File: src/rtl/mixirq_pkg.sv
package mixirq_pkg;
  localparam int unsigned ADDR_W = 2;

  typedef enum logic [ADDR_W-1:0] {
    REG_MASK = 2'd0,
    REG_HARD = 2'd1,
    REG_SOFT = 2'd2,
    REG_STAT = 2'd3
  } reg_sel_e;
endpackage

File: src/rtl/mixirq_input.sv
module mixirq_input #(
  parameter int unsigned NSRC      = 32,
  parameter int unsigned NCASC     = 3,
  parameter int unsigned CASC_LSB  = 4,
  parameter logic [NSRC-1:0] EDGE_MASK = 32'hF1CF_0000
) (
  input  logic            clk_i,
  input  logic            rst_i,
  input  logic [NSRC-1:0] src_i,
  input  logic [NCASC-1:0] casc_i,
  input  logic            clr_we_i,
  input  logic [NSRC-1:0] clr_data_i,
  output logic [NSRC-1:0] src_q_o,
  output logic [NSRC-1:0] hard_q_o,
  output logic [NSRC-1:0] rise_o
);
  logic [NSRC-1:0] src_eff;
  logic [NSRC-1:0] src_q;
  logic [NSRC-1:0] hard_q;
  logic [NSRC-1:0] hard_d;

  // cascade summaries replace the direct inputs at their positions
  for (genvar i = 0; i < NSRC; i++) begin : g_sel
    if (i >= CASC_LSB && i < CASC_LSB + NCASC) begin : g_casc
      assign src_eff[i] = casc_i[i-CASC_LSB];
    end else begin : g_direct
      assign src_eff[i] = src_i[i];
    end
  end

  assign rise_o = src_eff & ~src_q & EDGE_MASK;

  always_comb begin
    hard_d = hard_q;
    if (clr_we_i) hard_d = hard_q & clr_data_i;
    hard_d = hard_d | rise_o;   // a fresh edge outranks a clear
  end

  always_ff @(posedge clk_i) begin
    if (rst_i) begin
      src_q  <= '0;
      hard_q <= '0;
    end else begin
      src_q  <= src_eff;
      hard_q <= hard_d;
    end
  end

  assign src_q_o  = src_q;
  assign hard_q_o = hard_q;
endmodule

File: src/rtl/mixirq_regs.sv
module mixirq_regs
  import mixirq_pkg::*;
#(
  parameter int unsigned NSRC = 32,
  parameter logic [NSRC-1:0] SOFT_MASK = 32'h7000_0000
) (
  input  logic              clk_i,
  input  logic              rst_i,
  input  logic [ADDR_W-1:0] addr_i,
  input  logic              we_i,
  input  logic [NSRC-1:0]   wdata_i,
  input  logic [NSRC-1:0]   hard_q_i,
  input  logic [NSRC-1:0]   status_i,
  output logic [NSRC-1:0]   mask_q_o,
  output logic [NSRC-1:0]   soft_q_o,
  output logic              hard_we_o,
  output logic [NSRC-1:0]   rdata_o
);
  reg_sel_e        sel;
  logic [NSRC-1:0] mask_q;
  logic [NSRC-1:0] soft_q;
  logic [NSRC-1:0] rd_d;

  assign sel       = reg_sel_e'(addr_i);
  assign hard_we_o = we_i && (sel == REG_HARD);

  always_comb begin
    unique case (sel)
      REG_MASK: rd_d = mask_q;
      REG_HARD: rd_d = hard_q_i;
      REG_SOFT: rd_d = soft_q;
      default:  rd_d = status_i;
    endcase
  end

  always_ff @(posedge clk_i) begin
    if (rst_i) begin
      mask_q  <= '0;
      soft_q  <= '0;
      rdata_o <= '0;
    end else begin
      if (we_i && sel == REG_MASK) mask_q <= wdata_i;
      if (we_i && sel == REG_SOFT) soft_q <= wdata_i & SOFT_MASK;
      rdata_o <= rd_d;
    end
  end

  assign mask_q_o = mask_q;
  assign soft_q_o = soft_q;
endmodule

File: src/rtl/mixirq_prio.sv
module mixirq_prio #(
  parameter int unsigned NSRC  = 32,
  localparam int unsigned IDX_W = $clog2(NSRC)
) (
  input  logic [NSRC-1:0]  act_i,
  output logic             vld_o,
  output logic [IDX_W-1:0] idx_o
);
  always_comb begin
    vld_o = 1'b0;
    idx_o = '0;
    for (int i = NSRC - 1; i >= 0; i--) begin
      if (act_i[i]) begin
        vld_o = 1'b1;
        idx_o = IDX_W'(i);
      end
    end
  end
endmodule

File: src/rtl/mixirq_ctrl.sv
module mixirq_ctrl
  import mixirq_pkg::*;
#(
  parameter int unsigned NSRC     = 32,
  parameter int unsigned NCASC    = 3,
  parameter int unsigned CASC_LSB = 4,
  parameter logic [NSRC-1:0] EDGE_MASK = 32'hF1CF_0000,
  parameter logic [NSRC-1:0] SOFT_MASK = 32'h7000_0000,
  localparam int unsigned IDX_W = $clog2(NSRC)
) (
  input  logic              clk_i,
  input  logic              rst_i,
  input  logic [NSRC-1:0]   src_i,
  input  logic [NCASC-1:0]  casc_i,
  input  logic [ADDR_W-1:0] addr_i,
  input  logic              we_i,
  input  logic [NSRC-1:0]   wdata_i,
  output logic [NSRC-1:0]   rdata_o,
  output logic              irq_o,
  output logic              pend_vld_o,
  output logic [IDX_W-1:0]  pend_idx_o
);
  logic [NSRC-1:0]  src_q;
  logic [NSRC-1:0]  hard_q;
  logic [NSRC-1:0]  rise_w;
  logic [NSRC-1:0]  mask_q;
  logic [NSRC-1:0]  soft_q;
  logic             hard_we;
  logic [NSRC-1:0]  status_w;
  logic [NSRC-1:0]  act_w;
  logic             enc_vld;
  logic [IDX_W-1:0] enc_idx;

  mixirq_input #(
    .NSRC(NSRC), .NCASC(NCASC), .CASC_LSB(CASC_LSB), .EDGE_MASK(EDGE_MASK)
  ) u_input (
    .clk_i(clk_i), .rst_i(rst_i), .src_i(src_i), .casc_i(casc_i),
    .clr_we_i(hard_we), .clr_data_i(wdata_i),
    .src_q_o(src_q), .hard_q_o(hard_q), .rise_o(rise_w)
  );

  assign status_w = (src_q & ~EDGE_MASK) | hard_q | soft_q;
  assign act_w    = status_w & mask_q;

  mixirq_regs #(.NSRC(NSRC), .SOFT_MASK(SOFT_MASK)) u_regs (
    .clk_i(clk_i), .rst_i(rst_i), .addr_i(addr_i), .we_i(we_i),
    .wdata_i(wdata_i), .hard_q_i(hard_q), .status_i(status_w),
    .mask_q_o(mask_q), .soft_q_o(soft_q), .hard_we_o(hard_we),
    .rdata_o(rdata_o)
  );

  mixirq_prio #(.NSRC(NSRC)) u_prio (
    .act_i(act_w), .vld_o(enc_vld), .idx_o(enc_idx)
  );

  always_ff @(posedge clk_i) begin
    if (rst_i) begin
      irq_o      <= 1'b0;
      pend_vld_o <= 1'b0;
      pend_idx_o <= '0;
    end else begin
      irq_o      <= |act_w;
      pend_vld_o <= enc_vld;
      pend_idx_o <= enc_idx;
    end
  end
endmodule

File: config.mk
export PLATFORM = sky130hd
export DESIGN_NAME = mixirq_ctrl
export DESIGN_NICKNAME = d
export VERILOG_FILES = /design/src/rtl/mixirq_pkg.sv /design/src/rtl/mixirq_input.sv /design/src/rtl/mixirq_regs.sv /design/src/rtl/mixirq_prio.sv /design/src/rtl/mixirq_ctrl.sv
export SDC_FILE = /design/constraint.sdc
export NUM_CORES = 1
export LEC_CHECK = 0
export CORE_ASPECT_RATIO = 0.9
export CORE_MARGIN = 8
export CORE_UTILIZATION = 40
export CTS_CLUSTER_SIZE = 14
export DETAILED_ROUTE_END_ITERATION = 7
export REMOVE_ABC_BUFFERS = 1
export SYNTH_ARGS = -nofsm -noshare
export SYNTH_HDL_FRONTEND = slang
export SYNTH_HIERARCHICAL = 1
export SYNTH_SLANG_ARGS = --single-unit
File: constraint.sdc
create_clock -name clk_i -period 4.7 [get_ports clk_i]
set_clock_uncertainty 0.2 [all_clocks]
set_input_delay 0.705 -clock clk_i [delete_from_list [all_inputs] [get_ports clk_i]]
set_output_delay 0.705 -clock clk_i [all_outputs]
set_load 0.02 [all_outputs]
== Word-level counts from Yosys, hierarchy flattened ==
Index checks and enable logic that the tools add are counted.
Storage, ports and cells
  register bits after elaboration: 138
  word-level logic and storage cells: 96
Cells by class
  multiplexer cells: 65
  equality and inequality tests: 2
  bitwise operators: 7
  reductions and logical operators: 10
Operator list (count)
  $and 32x32->32: 3
  $pmux 32 s3: 1
  $mux 5: 16
  $mux 1: 33
  $mux 32: 1
  $mux 4: 8
  $not 32->32: 1
  $or 28x32->32: 1
  $or 32x31->32: 1
  $or 32x32->32: 1
  $reduce_or 32->1: 1
  $reduce_or 17->1: 1
  $mux 3: 4
  $reduce_or 9->1: 1
  $reduce_or 5->1: 1
  $mux 2: 2
  $logic_and 1x1->1: 3
  $reduce_or 3->1: 1
  $eq 2x1->1 const B: 1
  $eq 2x2->1 const B: 1
  $logic_not 2->1: 1
  $reduce_or 2->1: 1

== Longest topological paths before layout ==
Gate-level depths: netlist (run 1).
  depth in word-level cells: 35
  gate-level depth with buffers: 8
  mapped depth without buffers: 7

== Hierarchy ==
Netlist (run 1), hierarchy kept.
By module, submodules not included
  mixirq_regs: times used 1, area an instance 3128.0 um^2, cells each 293
  mixirq_input: times used 1, area an instance 2283.4 um^2, cells each 215
  mixirq_ctrl: times used 1, area an instance 726.9 um^2, cells each 92
  mixirq_prio: times used 1, area an instance 370.4 um^2, cells each 65

== Least setup slack after synthesis (run 1) ==
Ideal clock, no wire load.
  path type: input -> register
  from: input addr_i[1]
  to: register u_input.hard_q[18] (netlist: u_input/hard_q_o[18])
  path buffers: 3
  cell stages on the path: 6
  setup slack: 2620 ps
  arrival time: 1763 ps
  required time: 4383 ps
  setup time: 117 ps
  cell sequence: buf_6 > buf_12 > and3b_1 > buf_4 > or2b_1 > a22o_1
On the way
  word-level cells in the longest chain between the ends: 4
RTL lines
  start, declared: RTL line mixirq_ctrl.sv:15  | input logic [ADDR_W-1:0] addr_i,
  $eq 2x1->1: RTL line mixirq_regs.sv:25  | assign hard_we_o = we_i && (sel == REG_HARD);
  $logic_and 1x1->1: RTL line mixirq_regs.sv:25
  named net hard_we: RTL line mixirq_ctrl.sv:28  | logic hard_we;
  $mux 32: RTL line mixirq_input.sv:35  | if (clr_we_i) hard_d = hard_q & clr_data_i;
  $or 32x32->32: RTL line mixirq_input.sv:36  | hard_d = hard_d | rise_o;
  end signal, assigned: RTL line mixirq_input.sv:45  | hard_q <= hard_d;
  end, declared: RTL line mixirq_input.sv:19  | logic [NSRC-1:0] hard_q;
The timed path passes the listed nets, and every way through them passes these cells.
A chain may end at the register's enable or synchronous reset.

== Worst setup path in the final report (run 1) ==
  from: input addr_i[0]
  to: register u_regs.rdata_o[5]
On the way
  word-level cells in the longest chain between the ends: 2
RTL lines
  $eq 2x2->1, or another cell as far along: RTL line mixirq_regs.sv:28  | unique case (sel)
  $pmux 32 s3 (*): RTL line mixirq_regs.sv:28
  end signal, assigned: RTL line mixirq_regs.sv:44  | rdata_o <= rd_d;
  end, declared: RTL line mixirq_regs.sv:17  | output logic [NSRC-1:0] rdata_o
Mark *: on every way between the ends. The rest lies on a longest branch, timed or not.

==> run_results.csv, run 1 <==
group,metric,value,unit
outcome,outcome,"complete, no violations",
setup_path,critPathSlowestCell,"nand2b_1",
global_routing,grtUsageTotal,16.7,%
clock_tree,h-tree-depth,4,
layout,fill_cells,1450,
place,dp_hpwl,11.1,mm
setup_path,path_cells,"clkdlybuf4s50_1 > nand2b_1 > buf_4 > o22ai_1",
setup_path,crit_fanout,17,
layout,final_cell_mix,"dfxtp_1 (138), clkdlybuf4s50_1 (105), nand2b_1 (92)",
global_routing,grt_pass1_vias,5104,
setup_path,cp.arrival,2.50,ns
clock_tree,cts_buffers,17,
layout,fin_nets,816,
place,gp_congestion,0.770,
detailed_routing,vias,4824,
min_path,hold_depth,2,
setup_path,crit_type,"in2reg",
timing,drv_slew,0,
layout,diodes,0,
die,start_util,41.0,%
detailed_routing,drt_iter0_drc,271,
clock_tree,cts_resized,0,
setup_path,cp.depth,4,
global_routing,grt_max_degree,64,
clock_tree,root_buffer,"clkbuf_16",
pwr,seqPwrFrac,40.5,%
layout,drive_above_1_share,7.40,%
synth,synth_area,0.00635,mm²
layout,design_area,0.00800,mm²
clock_tree,cts-hold-fix-buffers,0,
global_routing,grt.overflow.total,0,
detailed_routing,post_drt_wl_per_cell,17.2,µm
setup_path,worst-path-buf-inv,2,
layout,finish.utilization,51.6,%
pwr,p_clk_share,47.3,%
pwr,p_leak,0.00315,µW
clock_tree,clock_latency,0.43,ns
pwr,powerDensity,388,mW/mm²
place,dpl_cell_area,0.00735,mm²
layout,layout_commonest_cell,"dfxtp_1",
setup_path,r2r_cells,7,
detailed_routing,drc,0,
setup_path,slowest_delay,0.67,ns
pwr,switchingPower,719,µW
die,core-area,0.0155,mm²
pwr,p_sw_share,23.2,%
setup_path,start_kind,"input pin",
detailed_routing,drtAntennaViolNets,0,
clock_tree,clk_pin_slew_worst_paths,0.06,ns
clock_tree,post-cts-setup-buffer-count,0,
die,rows,43,
setup_path,worstSetupEndpointType,"flip-flop",
detailed_routing,dr.pass1.iters,4,
setup_path,crit_family,"buffers and inverters",
pwr,power_frac_comb,12.2,%
pwr,internal-power,2380,µW
detailed_routing,via_per_inst,5.03,
clock_tree,cts_tree,"built",
detailed_routing,wirelength,16.5,mm
die,ioPinCount,111,
global_routing,antenna_found_initial,1,
timing,setup_viol,0,
flow_run,drv_cap,0,
die,die_h,136,µm
die,die_area,0.0202,mm²
timing,fmax,413,MHz
timing,tns,0,ns
layout,area_growth,26.0,%
pwr,p_total,3100,µW
synth,synthCells,643,
timing,hold_violations,0,
synth,synth.avg_cell_area,9.87,µm²
clock_tree,cts_max_path_buffers,2,
timing,slew_headroom,42.8,%
min_path,hold_path.class,"reg2reg",
synth,yosysWarnings,6,
die,die_x,149,µm
timing,tightest_slew,0.858,ns
setup_path,worst_ep_required_time,4.78,ns
timing,rsz0062_at_grt,"no",
place,io_buffers,107,
clock_tree,cts.sinks,138,
timing,fin_crit_sh,51.6,%
timing,period_minus_slack,2.42,ns
global_routing,grt_pass1_wl,26.0,mm
pwr,peakVddDrop,0.272,mV
-- per-layer routing --
metal  wire length, µm  vias up  part of all wire [%]  GRT usage, %
met2              7570      107                    46          26.5
met4               192        0                   1.2          6.39
met3               840       11                   5.1          5.01
li1                  -     2404                     -             -
met1              7920     2302                    48          20.9
met5                 0        -                     0             0
-- registers in the layout (all words and copies together), names as in the netlist --
register	count
u_input/src_q_o	32
irq_o	1
u_input/hard_q_o	32
u_regs/rdata_o	32
u_regs/mask_q_o	32
pend_idx_o	5
pend_vld_o	1
u_regs/soft_q_o	3
-- power groups by stage --
stage,sequential (µW),combinational [µW],clock [µW]
after CTS,1260,379,1490
after global placement,1280,370,0
after global routing,1260,410,1540
final,1260,378,1470
after detailed placement,1280,377,0
after floorplan,1300,177,0
-- worst min-delay path, cell delays in order, from the launching register on --
cell and delay [ns]:
dfxtp_1 0.32, nand2b_1 0.07, mux2i_1 0.06
-- layout make-up --
class | count | area (µm²) | share of cell area (%)
Clock buffer | 21 | 450 | 5.63
Tap cell | 202 | 253 | 3.16
Clock inverter | 11 | 194 | 2.43
Sequential cell | 138 | 2760 | 34.5
Inverter | 8 | 30.0 | 0.376
Timing Repair Buffer | 114 | 1110 | 13.9
Multi-Input combinational cell | 465 | 3190 | 39.9
-- stage by stage --
step / instances / hold slack, ns / setup slack [ns]
floorplan: 611 / 0.261 / 1.60
global placement: 927 / 0.273 / 1.91
detailed placement: 927 / 0.286 / 1.87
CTS: 959 / 0.296 / 2.29
global route: 959 / 0.306 / 2.23
finish: 959 / 0.296 / 2.28
-- final timing paths --
kind	startpoint	to	slack, ns
setup / recovery	addr_i[0]	u_regs/rdata_o[5]	2.28
hold / removal	u_regs/mask_q_o[28]	u_regs/mask_q_o[28]	0.30
setup reg to reg	u_input/hard_q_o[20]	pend_idx_o[2]	2.43
hold reg to reg	u_regs/mask_q_o[28]	u_regs/mask_q_o[28]	0.30
Note: power is estimated with default switching activity, not from simulation.
==> run 2, diff against run 1 <==
--- a/config.mk
+++ b/config.mk
@@ -10,6 +10,7 @@
 export CORE_UTILIZATION = 40
 export CTS_CLUSTER_SIZE = 14
 export DETAILED_ROUTE_END_ITERATION = 7
+export PLACE_DENSITY = 0.65
 export REMOVE_ABC_BUFFERS = 1
 export SYNTH_ARGS = -nofsm -noshare
 export SYNTH_HDL_FRONTEND = slang
==> constraint.sdc (replaced) <==
create_clock -name clk_i -period 2.2 [get_ports clk_i]
set_clock_uncertainty 0.2 [all_clocks]
set_input_delay 0.33 -clock clk_i [delete_from_list [all_inputs] [get_ports clk_i]]
set_output_delay 0.33 -clock clk_i [all_outputs]
set_load 0.02 [all_outputs]
==> run_results.csv, run 2 (synthesized netlist as in run 1, its figures left out) <==
group,metric,value,unit
setup_path,worstSetupEndpointType,"flip-flop",
timing,fmax,468,MHz
detailed_routing,post_drt_wl_per_cell,17.1,µm
die,die_area,0.0202,mm²
layout,diodes,0,
die,rows,43,
detailed_routing,dr.pass1.iters,5,
clock_tree,cts_buffers,17,
clock_tree,cts_tree,"built",
setup_path,r2r_cells,7,
clock_tree,root_buffer,"clkbuf_16",
global_routing,grt.overflow.total,0,
detailed_routing,drtAntennaViolNets,0,
place,dp_hpwl,11.5,mm
die,core-area,0.0155,mm²
die,start_util,41.0,%
global_routing,grt_max_degree,59,
timing,drv_slew,0,
layout,drive_above_1_share,9.27,%
setup_path,crit_end,"pend_idx_o[2]",
timing,hold_violations,0,
setup_path,path_cells,"o31a_1 > or4_4 > a21oi_1 > o21ai_1 > a21oi_2 > nor4b_2 > nor2b_1",
clock_tree,h-tree-depth,4,
timing,rsz0062_at_grt,"no",
pwr,peakVddDrop,0.552,mV
layout,fin_nets,826,
layout,area_growth,27.7,%
setup_path,start_kind,"flip-flop",
flow_run,drv_cap,0,
setup_path,cp.arrival,2.24,ns
die,ioPinCount,111,
timing,period_minus_slack,2.14,ns
layout,finish.utilization,52.3,%
global_routing,antenna_found_initial,1,
timing,setup_viol,0,
setup_path,crit_type,"reg2reg",
detailed_routing,wirelength,16.5,mm
outcome,outcome,"complete, no violations",
setup_path,worst_ep_required_time,2.30,ns
clock_tree,cts.sinks,138,
setup_path,r2r-start,"u_input/hard_q_o[20]",
min_path,hold_path.class,"in2reg",
pwr,p_total,6410,µW
setup_path,crit_family,"compound AO/OA/AOI/OAI gates",
timing,slew_headroom,52.0,%
detailed_routing,vias,4898,
setup_path,critPathSlowestCell,"or4_4",
detailed_routing,drc,0,
global_routing,grt_pass1_wl,26.7,mm
setup_path,r2r_slack,0.06,ns
detailed_routing,drt_iter0_drc,225,
setup_path,regToRegEndpoint,"pend_idx_o[2]",
global_routing,grt_pass1_vias,5351,
pwr,powerDensity,790,mW/mm²
clock_tree,clock_latency,0.42,ns
global_routing,grtUsageTotal,16.8,%
timing,fin_crit_sh,97.1,%
die,die_h,136,µm
timing,tightest_slew,0.719,ns
setup_path,slowest_delay,0.55,ns
clock_tree,clk_pin_slew_worst_paths,0.06,ns
setup_path,crit_fanout,4,
place,io_buffers,107,
setup_path,crit_start,"u_input/hard_q_o[20]",
place,gp_congestion,0.811,
detailed_routing,via_per_inst,5.06,
setup_path,worst-path-buf-inv,0,
pwr,p_leak,0.00321,µW
setup_path,cp.depth,7,
clock_tree,post-cts-setup-buffer-count,0,
clock_tree,cts_max_path_buffers,2,
layout,final_cell_mix,"dfxtp_1 (138), clkdlybuf4s50_1 (105), nand2b_1 (92)",
layout,layout_commonest_cell,"dfxtp_1",
die,die_x,149,µm
[run 2: cell count changes in the layout (fill, tap and decap cells not counted), moves of 2 or more]
cell,previous run,this run
bufinv_16,5,3
buf_12,0,5
buf_4,7,12
clkbuf_1,3,0
nor4_1,10,8
nor4_2,0,2
clkinv_2,1,4
[run 2: power by group]
group,internal [µW],switching [µW]
clock,1830,1070
sequential,2620,60.2
combinational,446,386
[run 2: how the worst min path moves through the flow]
stage | start | end | cells after the start
2_1_floorplan | rst_i | pend_idx_o[0] | 1
3_3_place_gp | u_regs/mask_q_o[29] | u_regs/mask_q_o[29] | 2
3_5_place_dp | u_regs/mask_q_o[28] | u_regs/mask_q_o[28] | 2
4_1_cts | rst_i | u_input/src_q_o[27] | 2
5_1_grt | rst_i | u_input/src_q_o[27] | 2
6_report | rst_i | u_input/src_q_o[27] | 2
[run 2: layout make-up]
class,instances,area (µm²)
timing repair buffer,124,1250
sequential,138,2760
tap,202,253
clock inverter,12,149
fill,1371,7390
clock buffer,19,453
inverter,8,30.0
multi-input combinational,465,3210
[run 2: metal layers]
layer,GRT usage [%],up-vias,share of wire (%),wire length [µm]
li1,-,2434,-,-
met1,20.2,2314,46,7570
met2,28.1,129,47,7820
met3,5.24,19,5.7,941
met4,5.71,2,1.2,199
met5,0,-,0.079,13
[run 2: metrics by stage]
| stage | instance area, µm² | hold slack, ns | std cells | setup TNS (ns) | setup slack, ns |
|---|---|---|---|---|---|
| 2_1_floorplan | 5980 | 0.202 | 611 | -16.88 | -0.527 |
| 3_3_place_gp | 7490 | 0.274 | 937 | 0 | 0.0766 |
| 3_5_place_dp | 7490 | 0.282 | 937 | 0 | 0.0508 |
| 4_1_cts | 8090 | 0.0554 | 968 | 0 | 0.0443 |
| 5_1_grt | 8110 | 0.101 | 968 | 0 | 0.00755 |
| 6_report | 8110 | 0.0691 | 968 | 0 | 0.0635 |
[run 2: repair_timing]
action,CTS,global route
resized for setup,0,3
endpoints found under the setup margin,0,3
hold buffers,0,0
==> run 3, diff against run 2 <==
--- a/config.mk
+++ b/config.mk
@@ -10,6 +10,8 @@
 export CORE_UTILIZATION = 40
 export CTS_CLUSTER_SIZE = 14
 export DETAILED_ROUTE_END_ITERATION = 7
+export GPL_ROUTABILITY_DRIVEN = 1
+export HOLD_SLACK_MARGIN = 0.03
 export PLACE_DENSITY = 0.65
 export REMOVE_ABC_BUFFERS = 1
 export SYNTH_ARGS = -nofsm -noshare
==> results of run 3 <==
The final DEF is identical to that of run 2; final timing and power are the same.
